**src/rtl/seg_pte_pkg.sv**
```systemverilog
package seg_pte_pkg;

  // default geometry
  localparam int unsigned DEF_VA_W      = 32;
  localparam int unsigned DEF_SEG_W     = 2;
  localparam int unsigned DEF_OFF_W     = 12;
  localparam int unsigned DEF_REG_W     = 32;
  localparam int unsigned DEF_PTE_BYTES = 4;

  // fault encoding seen on rsp_fault
  typedef enum logic [1:0] {
    FLT_NONE  = 2'd0,
    FLT_NOSEG = 2'd1,
    FLT_BOUND = 2'd2
  } fault_e;

endpackage

```
**src/rtl/seg_tbl_regs.sv**
```systemverilog
module seg_tbl_regs
  import seg_pte_pkg::*;
#(
  parameter int unsigned SEG_W = DEF_SEG_W,
  parameter int unsigned REG_W = DEF_REG_W,
  localparam int unsigned NUM_SEG = 1 << SEG_W
) (
  input  logic             clk,
  input  logic             rst_n,
  input  logic             wr_en,
  input  logic [SEG_W-1:0] wr_seg,
  input  logic             wr_kind,
  input  logic [REG_W-1:0] wr_data,
  input  logic [SEG_W-1:0] rd_seg,
  output logic [REG_W-1:0] rd_base,
  output logic [REG_W-1:0] rd_bound,
  output logic             rd_mapped
);

  logic [REG_W-1:0] base_q  [NUM_SEG];
  logic [REG_W-1:0] bound_q [NUM_SEG];

  // segment 0 is reserved; a write there is dropped
  logic wr_hit;
  assign wr_hit = wr_en && (wr_seg != '0);

  always_ff @(posedge clk) begin
    if (!rst_n) begin
      for (int s = 0; s < NUM_SEG; s++) begin
        base_q[s]  <= '0;
        bound_q[s] <= '0;
      end
    end else if (wr_hit) begin
      if (wr_kind) bound_q[wr_seg] <= wr_data;
      else         base_q[wr_seg]  <= wr_data;
    end
  end

  assign rd_mapped = (rd_seg != '0);
  assign rd_base   = rd_mapped ? base_q[rd_seg]  : '0;
  assign rd_bound  = rd_mapped ? bound_q[rd_seg] : '0;

endmodule

```
**src/rtl/seg_pte_calc.sv**
```systemverilog
module seg_pte_calc
  import seg_pte_pkg::*;
#(
  parameter int unsigned VA_W      = DEF_VA_W,
  parameter int unsigned SEG_W     = DEF_SEG_W,
  parameter int unsigned OFF_W     = DEF_OFF_W,
  parameter int unsigned REG_W     = DEF_REG_W,
  parameter int unsigned PTE_BYTES = DEF_PTE_BYTES,
  localparam int unsigned VPN_W     = VA_W - SEG_W - OFF_W,
  localparam int unsigned PTE_SHIFT = $clog2(PTE_BYTES)
) (
  input  logic [VPN_W-1:0] vpn,
  input  logic             mapped,
  input  logic [REG_W-1:0] base,
  input  logic [REG_W-1:0] bound,
  output logic             over_bound,
  output logic [REG_W-1:0] pte_addr,
  output logic [1:0]       fault
);

  // entry address: table base plus page number scaled by entry size
  function automatic logic [REG_W-1:0] entry_addr(input logic [REG_W-1:0] b,
                                                 input logic [VPN_W-1:0] v);
    return b + (REG_W'(v) << PTE_SHIFT);
  endfunction

  // page number past the table end
  function automatic logic past_end(input logic [VPN_W-1:0] v,
                                    input logic [REG_W-1:0] lim);
    return REG_W'(v) >= lim;
  endfunction

  assign over_bound = past_end(vpn, bound);

  always_comb begin
    fault    = FLT_NONE;
    pte_addr = '0;
    if (!mapped)         fault = FLT_NOSEG;
    else if (over_bound) fault = FLT_BOUND;
    else                 pte_addr = entry_addr(base, vpn);
  end

endmodule

```
**src/rtl/seg_pte_rsp_reg.sv**
```systemverilog
module seg_pte_rsp_reg #(
  parameter int unsigned REG_W = 32
) (
  input  logic             clk,
  input  logic             rst_n,
  input  logic             in_valid,
  input  logic [REG_W-1:0] in_addr,
  input  logic [1:0]       in_fault,
  output logic             out_valid,
  output logic [REG_W-1:0] out_addr,
  output logic [1:0]       out_fault
);

  always_ff @(posedge clk) begin
    if (!rst_n) begin
      out_valid <= 1'b0;
      out_addr  <= '0;
      out_fault <= '0;
    end else begin
      out_valid <= in_valid;
      out_addr  <= in_valid ? in_addr  : '0;
      out_fault <= in_valid ? in_fault : '0;
    end
  end

endmodule

```
**src/rtl/seg_pte_addr_gen.sv**
```systemverilog
module seg_pte_addr_gen
  import seg_pte_pkg::*;
#(
  parameter int unsigned VA_W      = DEF_VA_W,
  parameter int unsigned SEG_W     = DEF_SEG_W,
  parameter int unsigned OFF_W     = DEF_OFF_W,
  parameter int unsigned REG_W     = DEF_REG_W,
  parameter int unsigned PTE_BYTES = DEF_PTE_BYTES
) (
  input  logic             clk,
  input  logic             rst_n,
  input  logic             cfg_we,
  input  logic [SEG_W-1:0] cfg_seg,
  input  logic             cfg_kind,
  input  logic [REG_W-1:0] cfg_data,
  input  logic             req_valid,
  input  logic [VA_W-1:0]  req_vaddr,
  output logic             rsp_valid,
  output logic [REG_W-1:0] rsp_addr,
  output logic [1:0]       rsp_fault
);

  localparam int unsigned VPN_W = VA_W - SEG_W - OFF_W;

  // address fields
  logic [SEG_W-1:0] req_seg;
  logic [VPN_W-1:0] req_vpn;
  assign req_seg = req_vaddr[VA_W-1 -: SEG_W];
  assign req_vpn = req_vaddr[OFF_W +: VPN_W];

  // named internal events
  logic [REG_W-1:0] sel_base;
  logic [REG_W-1:0] sel_bound;
  logic             seg_mapped;
  logic             vpn_over_bound;
  logic [REG_W-1:0] calc_addr;
  logic [1:0]       calc_fault;

  seg_tbl_regs #(
    .SEG_W(SEG_W),
    .REG_W(REG_W)
  ) u_regs (
    .clk      (clk),
    .rst_n    (rst_n),
    .wr_en    (cfg_we),
    .wr_seg   (cfg_seg),
    .wr_kind  (cfg_kind),
    .wr_data  (cfg_data),
    .rd_seg   (req_seg),
    .rd_base  (sel_base),
    .rd_bound (sel_bound),
    .rd_mapped(seg_mapped)
  );

  seg_pte_calc #(
    .VA_W     (VA_W),
    .SEG_W    (SEG_W),
    .OFF_W    (OFF_W),
    .REG_W    (REG_W),
    .PTE_BYTES(PTE_BYTES)
  ) u_calc (
    .vpn       (req_vpn),
    .mapped    (seg_mapped),
    .base      (sel_base),
    .bound     (sel_bound),
    .over_bound(vpn_over_bound),
    .pte_addr  (calc_addr),
    .fault     (calc_fault)
  );

  seg_pte_rsp_reg #(
    .REG_W(REG_W)
  ) u_rsp (
    .clk      (clk),
    .rst_n    (rst_n),
    .in_valid (req_valid),
    .in_addr  (calc_addr),
    .in_fault (calc_fault),
    .out_valid(rsp_valid),
    .out_addr (rsp_addr),
    .out_fault(rsp_fault)
  );

endmodule

```
**config.mk**
```make
export PLATFORM = sky130hd
export DESIGN_NAME = seg_pte_addr_gen
export DESIGN_NICKNAME = d
export VERILOG_FILES = /design/src/rtl/seg_pte_pkg.sv /design/src/rtl/seg_tbl_regs.sv /design/src/rtl/seg_pte_calc.sv /design/src/rtl/seg_pte_rsp_reg.sv /design/src/rtl/seg_pte_addr_gen.sv
export SDC_FILE = /design/constraint.sdc
export NUM_CORES = 1
export LEC_CHECK = 0
export BUFFER_PORTS_ARGS = -buffer_cell sky130_fd_sc_hd__buf_2
export CAP_MARGIN = 20
export CORE_MARGIN = 10
export CORE_UTILIZATION = 39
export CTS_BUF_LIST = sky130_fd_sc_hd__clkbuf_4 sky130_fd_sc_hd__clkbuf_8 sky130_fd_sc_hd__clkbuf_16
export CTS_CLUSTER_SIZE = 20
export DETAILED_ROUTE_END_ITERATION = 16
export GPL_TIMING_DRIVEN = 0
export PLACE_DENSITY = 0.6
export SYNTH_ARGS = -nofsm -noshare
export SYNTH_HDL_FRONTEND = slang
export SYNTH_SLANG_ARGS = --single-unit
```
**constraint.sdc**
```tcl
create_clock -name clk -period 5.1 [get_ports clk]
set_input_delay 0.765 -clock clk [delete_from_list [all_inputs] [get_ports clk]]
set_output_delay 0.765 -clock clk [all_outputs]
set_load 0.02 [all_outputs]
```
==> results.toml, run 1 <==
[detailed_routing]
drtIter0Drc = 507
drc = 0
drt-pass1-iter-count = 5
ant_nets = 0
vias = 7224
viasPerCell = 4.97
wire_per_inst_um = 18.8
drt-total-wl_mm = 27.4

[worst_setup_path]
cpMaxStageDelayCell = "o41ai_1"
cp_cell_sequence = "buf_2, buf_4, buf_2, buf_4, clkbuf_1, buf_1, a22oi_1, ha_1, nand4_1, nor2_1, a211oi_1, o41ai_1, o2111ai_2, nand2_2, buf_4, nor2_1"
cp_max_fo = 10
timing.rr.end = "u_rsp.out_addr[18]"
start_kind = "input port"
setup.worst_path.class = "in2reg"
crit_path_start = "req_vaddr[30]"
cp_top_family = "buffers and inverters"
end_kind = "flop"
crit_path_max_incr_delay_ns = 0.50
cp_common_cell = "buf_4"
worst_r2r_path_depth = 11
critical_path_required_ns = 5.51
rrSetupSlack_ns = 2.01
path_buf_inv = 7
crit_arrival_ns = 4.98
r2r_start = "u_regs.base_q[1][2]"

[synth]
synth_xor_area_share_pct = 1.52
yosysWarnings = 0
synth.lib_cells_used.distinct = 63
synth_compound_gate_area_share_pct = 8.68
seq_area_frac_synth_pct = 62.1
synth-simple-area-share_pct = 12.8
synth-seq-cells = 238
syn_area_um2 = 10900
synthAdderAreaFrac_pct = 4.30
yosys-top-cells-area = "edfxtp_1, dfxtp_1, nor2_1, mux2_2, ha_1"
synth_enable_flop_cells = 203
synth_top_area_share_pct = 55.7
yosys-mux-area-fraction_pct = 6.26
synthArstFlopShare_pct = 0
synth_area_per_cell_um2 = 11.9
synth_top_family_by_area = "simple AND/OR/NAND/NOR gates"
synth_flop_cell = "edfxtp_1"
synth_largest_area_cell = "edfxtp_1"
syn_inst = 921

[global_routing]
globalRouteOverflowTotal = 0
grt_usage_pct = 15.2
grt_antenna_before_repair = 4
grt_pass1_vias = 7443
grt_pass1_wl_mm = 42.5
grt_max_degree = 27

[placed_design]
placed_area_um2 = 12100
numPortBuffers = 91
hpwl_mm = 20.4
gp_congestion = 0.909

[cts]
post_cts_resized = 0
cts_htree_levels = 1
post_cts.repair.setup_buffers = 0
clock-root-buffer = "clkbuf_16"
numClockSinks = 238
cts_buffers = 25
holdBufCountCts = 0
cts_tree = "yes"
insertion_delay_ns = 0.53
clockBufferDepth = 3
clk_pin_slew_ns = 0.06

[floorplan]
die_x_um = 188
core_area_um2 = 27700
initial_core_util_pct = 39.5
chipHeight_um = 188
die_area_um2 = 35200
ios = 106
rows = 61

[sta]
finalHoldViolations = 0
slew_viol_final = 0
rsz0062_at_grt = "false"
finalCritPeriodShare_pct = 89.6
final.setup_skew_ns = 0.0128
slew_headroom_pct = 47.2
finalCriticalPeriod_ns = 4.57
worst_pin_slew_ns = 0.791
final-setup-viol-count = 0
fmax_mhz = 219

[finish]
final-seq-area_um2 = 6800
n_fill_cell = 2507
drive_gt1_share_pct = 20.4
design_area_um2 = 12900
final_common_cell = "edfxtp_1"
final_cell_mix = "edfxtp_1, nor2_1, buf_2"
multiInputGateArea_um2 = 3790
area_growth_pct = 18.3
fin_util_pct = 46.7
final_nets = 1165

[job]
drv_cap = 0

[worst_hold_path]
hold_path.class = "in2reg"
hold_end = "u_regs.bound_q[3][1]"
min_delay_path_depth = 3
hp-start = "cfg_data[1]"

[power]
p_per_area_nw_per_um2 = 357
peakVddDrop_mv = 0.225
leakagePower_nw = 5.29

[status]
status = "complete, no violations"
-- cells in the mapped netlist (4+ instances only) --
cell and instances:
a211oi_1 8, a21o_1 6, a21oi_1 18, a22o_1 20
a22oi_1 19, and2_1 4, and3_1 9, buf_1 10
buf_2 6, buf_4 6, clkbuf_1 20, dfxtp_1 35
edfxtp_1 203, ha_1 36, inv_1 70, mux2_2 41
mux2i_1 4, mux4_2 7, nand2_1 92, nand3_1 10
nand4_1 5, nor2_1 166, nor2b_1 5, nor3_1 10
nor4_1 7, o211ai_1 5, o21a_1 5, o21ai_0 26
xnor2_1 5, xor2_1 14
-- state kept, by name (all words and copies together), names as in the netlist --
register,flops
u_rsp.out_fault,2
u_rsp.out_addr,32
u_regs.bound_q,96
u_regs.base_q,107
u_rsp.out_valid,1
-- layout make-up --
class,instances,share of cell area (%)
sequential,238,52.5
multi-input combinational,579,29.3
clock buffer,33,5.30
timing repair buffer,99,4.75
tap,378,3.65
inverter,70,2.03
buffer,44,1.62
clock inverter,11,0.860
antenna,2,0.0387
-- layer usage --
metal	global-route usage, %	wire, µm
met2	24.4	12600
met1	20.2	12400
met5	0	27
met4	4.55	531
met3	3.49	1830
-- where the power goes --
part	internal, W	leakage, nW	total [W]	switching, W
logic	0.000224	2.65	0.000580	0.000355
registers	0.00224	2.25	0.00227	0.0000316
clock network	0.00105	0.394	0.00177	0.000725
total	0.00351	5.29	0.00463	0.00111
-- cell families after synthesis --
logic type | Yosys count
AND/OR/NAND/NOR | 327
flip-flops | 238
AO/OA/AOI/OAI | 132
buffers and inverters | 114
multiplexers | 53
adder cells (fa/ha/maj) | 37
XOR/XNOR | 19
other | 1
-- how the worst max path moves through the flow --
stage,depth (start not counted),to
CTS,16,u_rsp.out_addr[13]
global placement,4,u_regs.base_q[2][3]
detailed placement,16,u_rsp.out_addr[13]
floorplan,15,u_rsp.out_addr[18]
finish,16,u_rsp.out_addr[18]
global route,16,u_rsp.out_addr[18]
-- stage by stage --
stage	hold slack (ns)	power, W	worst slack, ns	cells	TNS, ns
floorplan	0.611	0.00269	0.987	931	0
global placement	0.640	0.00287	-0.686	1400	-93.26
detailed placement	0.644	0.00290	-0.0858	1408	-1.41
CTS	0.555	0.00466	0.466	1452	0
global route	0.572	0.00482	0.200	1452	0
finish	0.569	0.00463	0.532	1454	0
-- tightest hold or removal path, stage by stage --
cell	delay, ns
buf_2	0.09
nand2_1	0.08
inv_1	0.06
(Power assumes the default switching activity.)
==> run 2: changes to the inputs <==
CELL_PAD_IN_SITES_DETAIL_PLACEMENT = 2   (was default)
CELL_PAD_IN_SITES_GLOBAL_PLACEMENT = 2   (was default)
CTS_CLUSTER_SIZE = 10   (was 20)
PLACE_DENSITY = 0.82   (was 0.6)
==> run 2 against run 1 <==
Net effect:
- sequential share of layout area shrank 0.30 points
- routed wire length grew 36%
- die area is the same
- total power grew 5.1%
- sequential power is essentially flat
- worst setup slack lost 0.28 ns
- utilization grew 0.27 points
- design area grew 0.58%
- global-route usage grew 5.6 points
- worst hold slack lost 0.0077 ns
- largest cell class unchanged
==> results.toml, run 2 (synthesis gave the netlist of run 1 again) <==
[status]
status = "complete, no violations"

[global_routing]
grt_pass1_wl_mm = 56.6
grt_usage_pct = 20.8
grt_pass1_vias = 8963
grt_antenna_before_repair = 2
grt_max_degree = 21
globalRouteOverflowTotal = 0

[detailed_routing]
drt-pass1-iter-count = 7
ant_nets = 0
drt-total-wl_mm = 37.3
drtIter0Drc = 671
vias = 7904
drc = 0
wire_per_inst_um = 25.7
viasPerCell = 5.44

[finish]
design_area_um2 = 13000
area_growth_pct = 19.0
multiInputGateArea_um2 = 3790
final_cell_mix = "edfxtp_1, nor2_1, buf_2"
largest_reg_flops = 107
regMostFlops = "u_regs.base_q"
drive_gt1_share_pct = 20.8
n_fill_cell = 2768
reg_top3 = "u_regs.base_q x107, u_regs.bound_q x96, u_rsp.out_addr x32"
final-seq-area_um2 = 6800
final_nets = 1167
final_common_cell = "edfxtp_1"

[sta]
finalCriticalPeriod_ns = 4.85
slew_viol_final = 0
final-setup-viol-count = 0
worst_pin_slew_ns = 0.889
finalCritPeriodShare_pct = 95.1
setup_slack_ns = 0.251
final.setup_skew_ns = 0.0112
tns_ns = 0
slew_headroom_pct = 40.7
finalHoldViolations = 0
rsz0062_at_grt = "false"
fmax_mhz = 206

[cts]
post_cts.repair.setup_buffers = 0
cts_htree_levels = 1
insertion_delay_ns = 0.55
numClockSinks = 238
clk_pin_slew_ns = 0.06
clockBufferDepth = 3
cts_buffers = 28
clock-root-buffer = "clkbuf_16"
cts_tree = "yes"

[power]
swShare_pct = 25.3
p_per_area_nw_per_um2 = 373
leakagePower_nw = 5.34
p_comb_share_pct = 13.0
p_seq_share_pct = 47.2
peakVddDrop_mv = 0.205
power_frac_clock_pct = 39.8
p_int_w = 0.00363
p_sw_w = 0.00123

[placed_design]
numPortBuffers = 91
gp_congestion = 0.825
hpwl_mm = 27.1
place_ws_ns = -0.897
placed_area_um2 = 12200

[floorplan]
rows = 61
initial_core_util_pct = 39.5
core_area_um2 = 27700
chipHeight_um = 188
die_x_um = 188
ios = 106
die_area_um2 = 35200

[worst_setup_path]
critical_path_required_ns = 5.54
setup.worst_path.class = "in2reg"
start_kind = "input port"
rrSetupSlack_ns = 1.61
cp_max_fo = 10
end_kind = "flop"
crit_arrival_ns = 5.28

[worst_hold_path]
hold_path.class = "in2reg"

[job]
drv_cap = 0
-- run 2: repair_timing --
action	CTS	global route
hold buffers	0	0
endpoints found under the hold margin	0	0
setup endpoints to repair	29	23
pin swaps	0	0
resized for setup	1	0
-- run 2: area by class of cell --
cell class / count / area share, %
Antenna cell: 1 / 0.0192
Tap cell: 378 / 3.63
Buffer: 43 / 1.59
Inverter: 70 / 2.02
Clock buffer: 43 / 6.38
Sequential cell: 238 / 52.2
Clock inverter: 2 / 0.259
Timing Repair Buffer: 99 / 4.78
Multi-Input combinational cell: 579 / 29.1
-- run 2: critical path, stage by stage --
cell and delay (ns):
buf_2 0.12, buf_4 0.20, nor2b_2 0.18, clkbuf_1 0.60, clkbuf_1 0.59, a22oi_1 0.31, ha_1 0.39, nand4_1 0.10
nor2_1 0.13, a211oi_1 0.11, o41ai_2 0.53, o2111ai_2 0.52, nand2_2 0.40, buf_4 0.23, nor2_1 0.07
-- run 2: through the flow --
| stage | utilization [%] | instances | hold slack [ns] | power (W) |
|---|---|---|---|---|
| after floorplan | - | 931 | 0.611 | 0.00269 |
| after global placement | 43.0 | 1400 | 0.649 | 0.00288 |
| after detailed placement | 43.9 | 1408 | 0.701 | 0.00295 |
| after CTS | 47.0 | 1453 | 0.544 | 0.00490 |
| after global routing | 47.0 | 1452 | 0.573 | 0.00504 |
| final | 47.0 | 1453 | 0.562 | 0.00486 |
-- run 2: final timing paths --
kind / end / from / cells after the start
worst max-delay path: u_rsp.out_addr[13] / req_vaddr[30] / 15
worst min-delay path: u_regs.bound_q[3][6] / cfg_data[6] / 3
worst max register to register: u_rsp.out_addr[13] / u_regs.bound_q[3][6] / 11
worst min register to register: u_rsp.out_addr[22] / u_regs.base_q[2][22] / 3
-- run 2: power groups by stage --
| stage | Clock, W | Combinational (W) | Sequential (W) |
|---|---|---|---|
| 6_report | 0.00194 | 0.000630 | 0.00229 |
| 5_1_grt | 0.00206 | 0.000685 | 0.00230 |
| 4_1_cts | 0.00197 | 0.000631 | 0.00229 |
| 3_5_place_dp | 0 | 0.000619 | 0.00233 |
| 3_3_place_gp | 0 | 0.000561 | 0.00232 |
| 2_1_floorplan | 0 | 0.000355 | 0.00234 |
-- run 2: per-layer routing --
| metal | GRT usage, % | share of wire (%) |
|---|---|---|
| met2 | 35.8 | 50 |
| met1 | 26.3 | 43 |
| met3 | 3.49 | 4.8 |
| met4 | 6.34 | 2.6 |
| met5 | 0 | 0.024 |
==> run 3: changes to the inputs <==
SYNTH_HIERARCHICAL = 1   (was default)
==> run 3 against run 2 <==
Net effect:
- synthesized cell count is 15% higher
- count of clock-buffer cells in the layout rose by 5
- critical path depth stayed put
- die area increased by 6.5%
- utilization fell by 0.39 points
- clock power is essentially flat
- design area is 6.1% higher
- sequential share of layout area decreased by 5.4 points
- critical path type unchanged
- flip-flop and latch count shrank 11
- total power barely moved
- largest cell class unchanged
==> results.toml, run 3 <==
[global_routing]
grt_max_degree = 25
grt_antenna_before_repair = 0
grt_usage_pct = 20.6
globalRouteOverflowTotal = 0
grt_pass1_vias = 10000
grt_pass1_wl_mm = 61.4

[power]
p_comb_share_pct = 15.4
p_per_area_nw_per_um2 = 352
p_seq_share_pct = 44.8
p_int_w = 0.00358
peakVddDrop_mv = 0.238
p_total_w = 0.00486
leakagePower_nw = 5.36
p_sw_w = 0.00128
power_frac_clock_pct = 39.8
swShare_pct = 26.4

[sta]
worst_pin_slew_ns = 0.958
slew_viol_final = 0
setup_slack_ns = 0.869
fmax_mhz = 236
finalCriticalPeriod_ns = 4.23
slew_headroom_pct = 35.9
tns_ns = 0
finalCritPeriodShare_pct = 83.0
final-setup-viol-count = 0
rsz0062_at_grt = "false"
final.setup_skew_ns = 0.0276
finalHoldViolations = 0

[floorplan]
die_area_um2 = 37400
ios = 106
core_area_um2 = 29600
die_x_um = 194
chipHeight_um = 194
initial_core_util_pct = 39.6
rows = 63

[synth]
synth.net_count = 1165
synth_area_per_cell_um2 = 11.1
syn_area_um2 = 11700
syn_inst = 1057
yosysWarnings = 6

[detailed_routing]
ant_nets = 0
wl_met1_mm = 17.3
highest_layer = "met4"
wire_per_inst_um = 25.1
drt-pass1-iter-count = 4
viasPerCell = 5.79
vias = 9241
drt-total-wl_mm = 40.1
wl_met2_mm = 19.9
wl_met3_mm = 2.01
drtIter0Drc = 662
drc = 0

[placed_design]
hpwl_mm = 29.9
numPortBuffers = 92
placed_area_um2 = 12900
dp_cells = 1545
gp_congestion = 0.838
place_ws_ns = 0.374

[cts]
clock-root-buffer = "clkbuf_16"
post_cts.repair.setup_buffers = 0
post_cts_resized = 0
numClockSinks = 227
cts_htree_levels = 1
clockBufferDepth = 3
cts_buffers = 28
holdBufCountCts = 0
cts_tree = "yes"
insertion_delay_ns = 0.56
clk_pin_slew_ns = 0.05

[worst_setup_path]
rrSetupSlack_ns = 1.61
crit_arrival_ns = 4.71
worst_r2r_path_depth = 12
start_kind = "input port"
cpMaxStageDelayCell = "a2111oi_0"
crit_path_max_incr_delay_ns = 0.80
cp_common_cell = "buf_2"
r2r_start = "u_regs/base_q[1][2]"
setup.worst_path.class = "in2reg"
end_kind = "flop"
cp_cell_sequence = "buf_2, nor2b_1, buf_2, buf_2, a22o_1, ha_1, inv_1, fa_1, and2b_1, o211ai_1, a2111oi_0, o21ai_0, a21o_1, a21oi_1, and3_1"
cp_max_fo = 10
critical_path_required_ns = 5.58
timing.rr.end = "u_rsp/out_addr[28]"

[finish]
final_common_cell = "nor2_1"
num_antenna_cells = 0
multiInputGateArea_um2 = 4810
reg_top3 = "u_regs/base_q x96, u_regs/bound_q x96, u_rsp/out_addr x32"
final-seq-area_um2 = 6470
n_fill_cell = 3104
final_nets = 1293
design_area_um2 = 13800
drive_gt1_share_pct = 22.7
final_cell_mix = "nor2_1, edfxtp_1, buf_2"
fin_cells = 1597
area_growth_pct = 17.7

[worst_hold_path]
hold_path.class = "in2reg"
min_delay_path_depth = 2
hp-start = "req_valid"
hold_end = "u_rsp/out_fault[1]"

[status]
status = "complete, no violations"

[job]
drv_cap = 0
[run 3: worst max-delay path: cells and delay by family]
kind / cells / cell delay (ns)
buffers and inverters: 4 / 0.85
AO/OA/AOI/OAI: 6 / 1.95
AND/OR/NAND/NOR: 3 / 0.58
adder cells (fa/ha/maj): 2 / 0.55
[run 3: cell type report]
class	count	share of cell area [%]
Tap cell	390	3.53
Buffer	80	2.98
Multi-Input combinational cell	717	34.8
Clock buffer	48	6.38
Timing Repair Buffer	98	4.42
Sequential cell	227	46.8
Inverter	33	0.897
Clock inverter	4	0.190
[run 3: stage by stage]
step / util [%] / hold slack [ns]
floorplan: - / 0.712
global placement: 42.8 / 0.828
detailed placement: 43.5 / 0.892
CTS: 46.6 / 0.604
global route: 46.6 / 0.614
finish: 46.6 / 0.621
[run 3: routing by layer]
| metal | global-route usage, % | vias to the layer above |
|---|---|---|
| met2 | 35.6 | 239 |
| li1 | - | 4193 |
| met1 | 25.8 | 4746 |
| met4 | 5.75 | 0 |
| met5 | 0 | - |
| met3 | 3.65 | 63 |
[run 3: worst max path at each step]
stage	start	end	slack (ns)	cells past startpoint
floorplan	cfg_seg[1]	u_regs/base_q[1][0]	1.27	3
finish	req_vaddr[31]	u_rsp/out_addr[28]	0.87	15
global route	req_vaddr[31]	u_rsp/out_addr[28]	0.83	15
global placement	cfg_we	u_regs/bound_q[1][3]	-0.77	4
detailed placement	req_vaddr[30]	u_rsp/out_addr[28]	0.37	14
CTS	req_vaddr[30]	u_rsp/out_addr[28]	0.94	14
[run 3: power groups by stage]
stage / Clock, W / Combinational [W] / Sequential (W)
after global placement: 0 / 0.000680 / 0.00221
after detailed placement: 0 / 0.000740 / 0.00222
after CTS: 0.00198 / 0.000748 / 0.00218
after global routing: 0.00205 / 0.000817 / 0.00219
final: 0.00193 / 0.000749 / 0.00218
after floorplan: 0 / 0.000443 / 0.00222
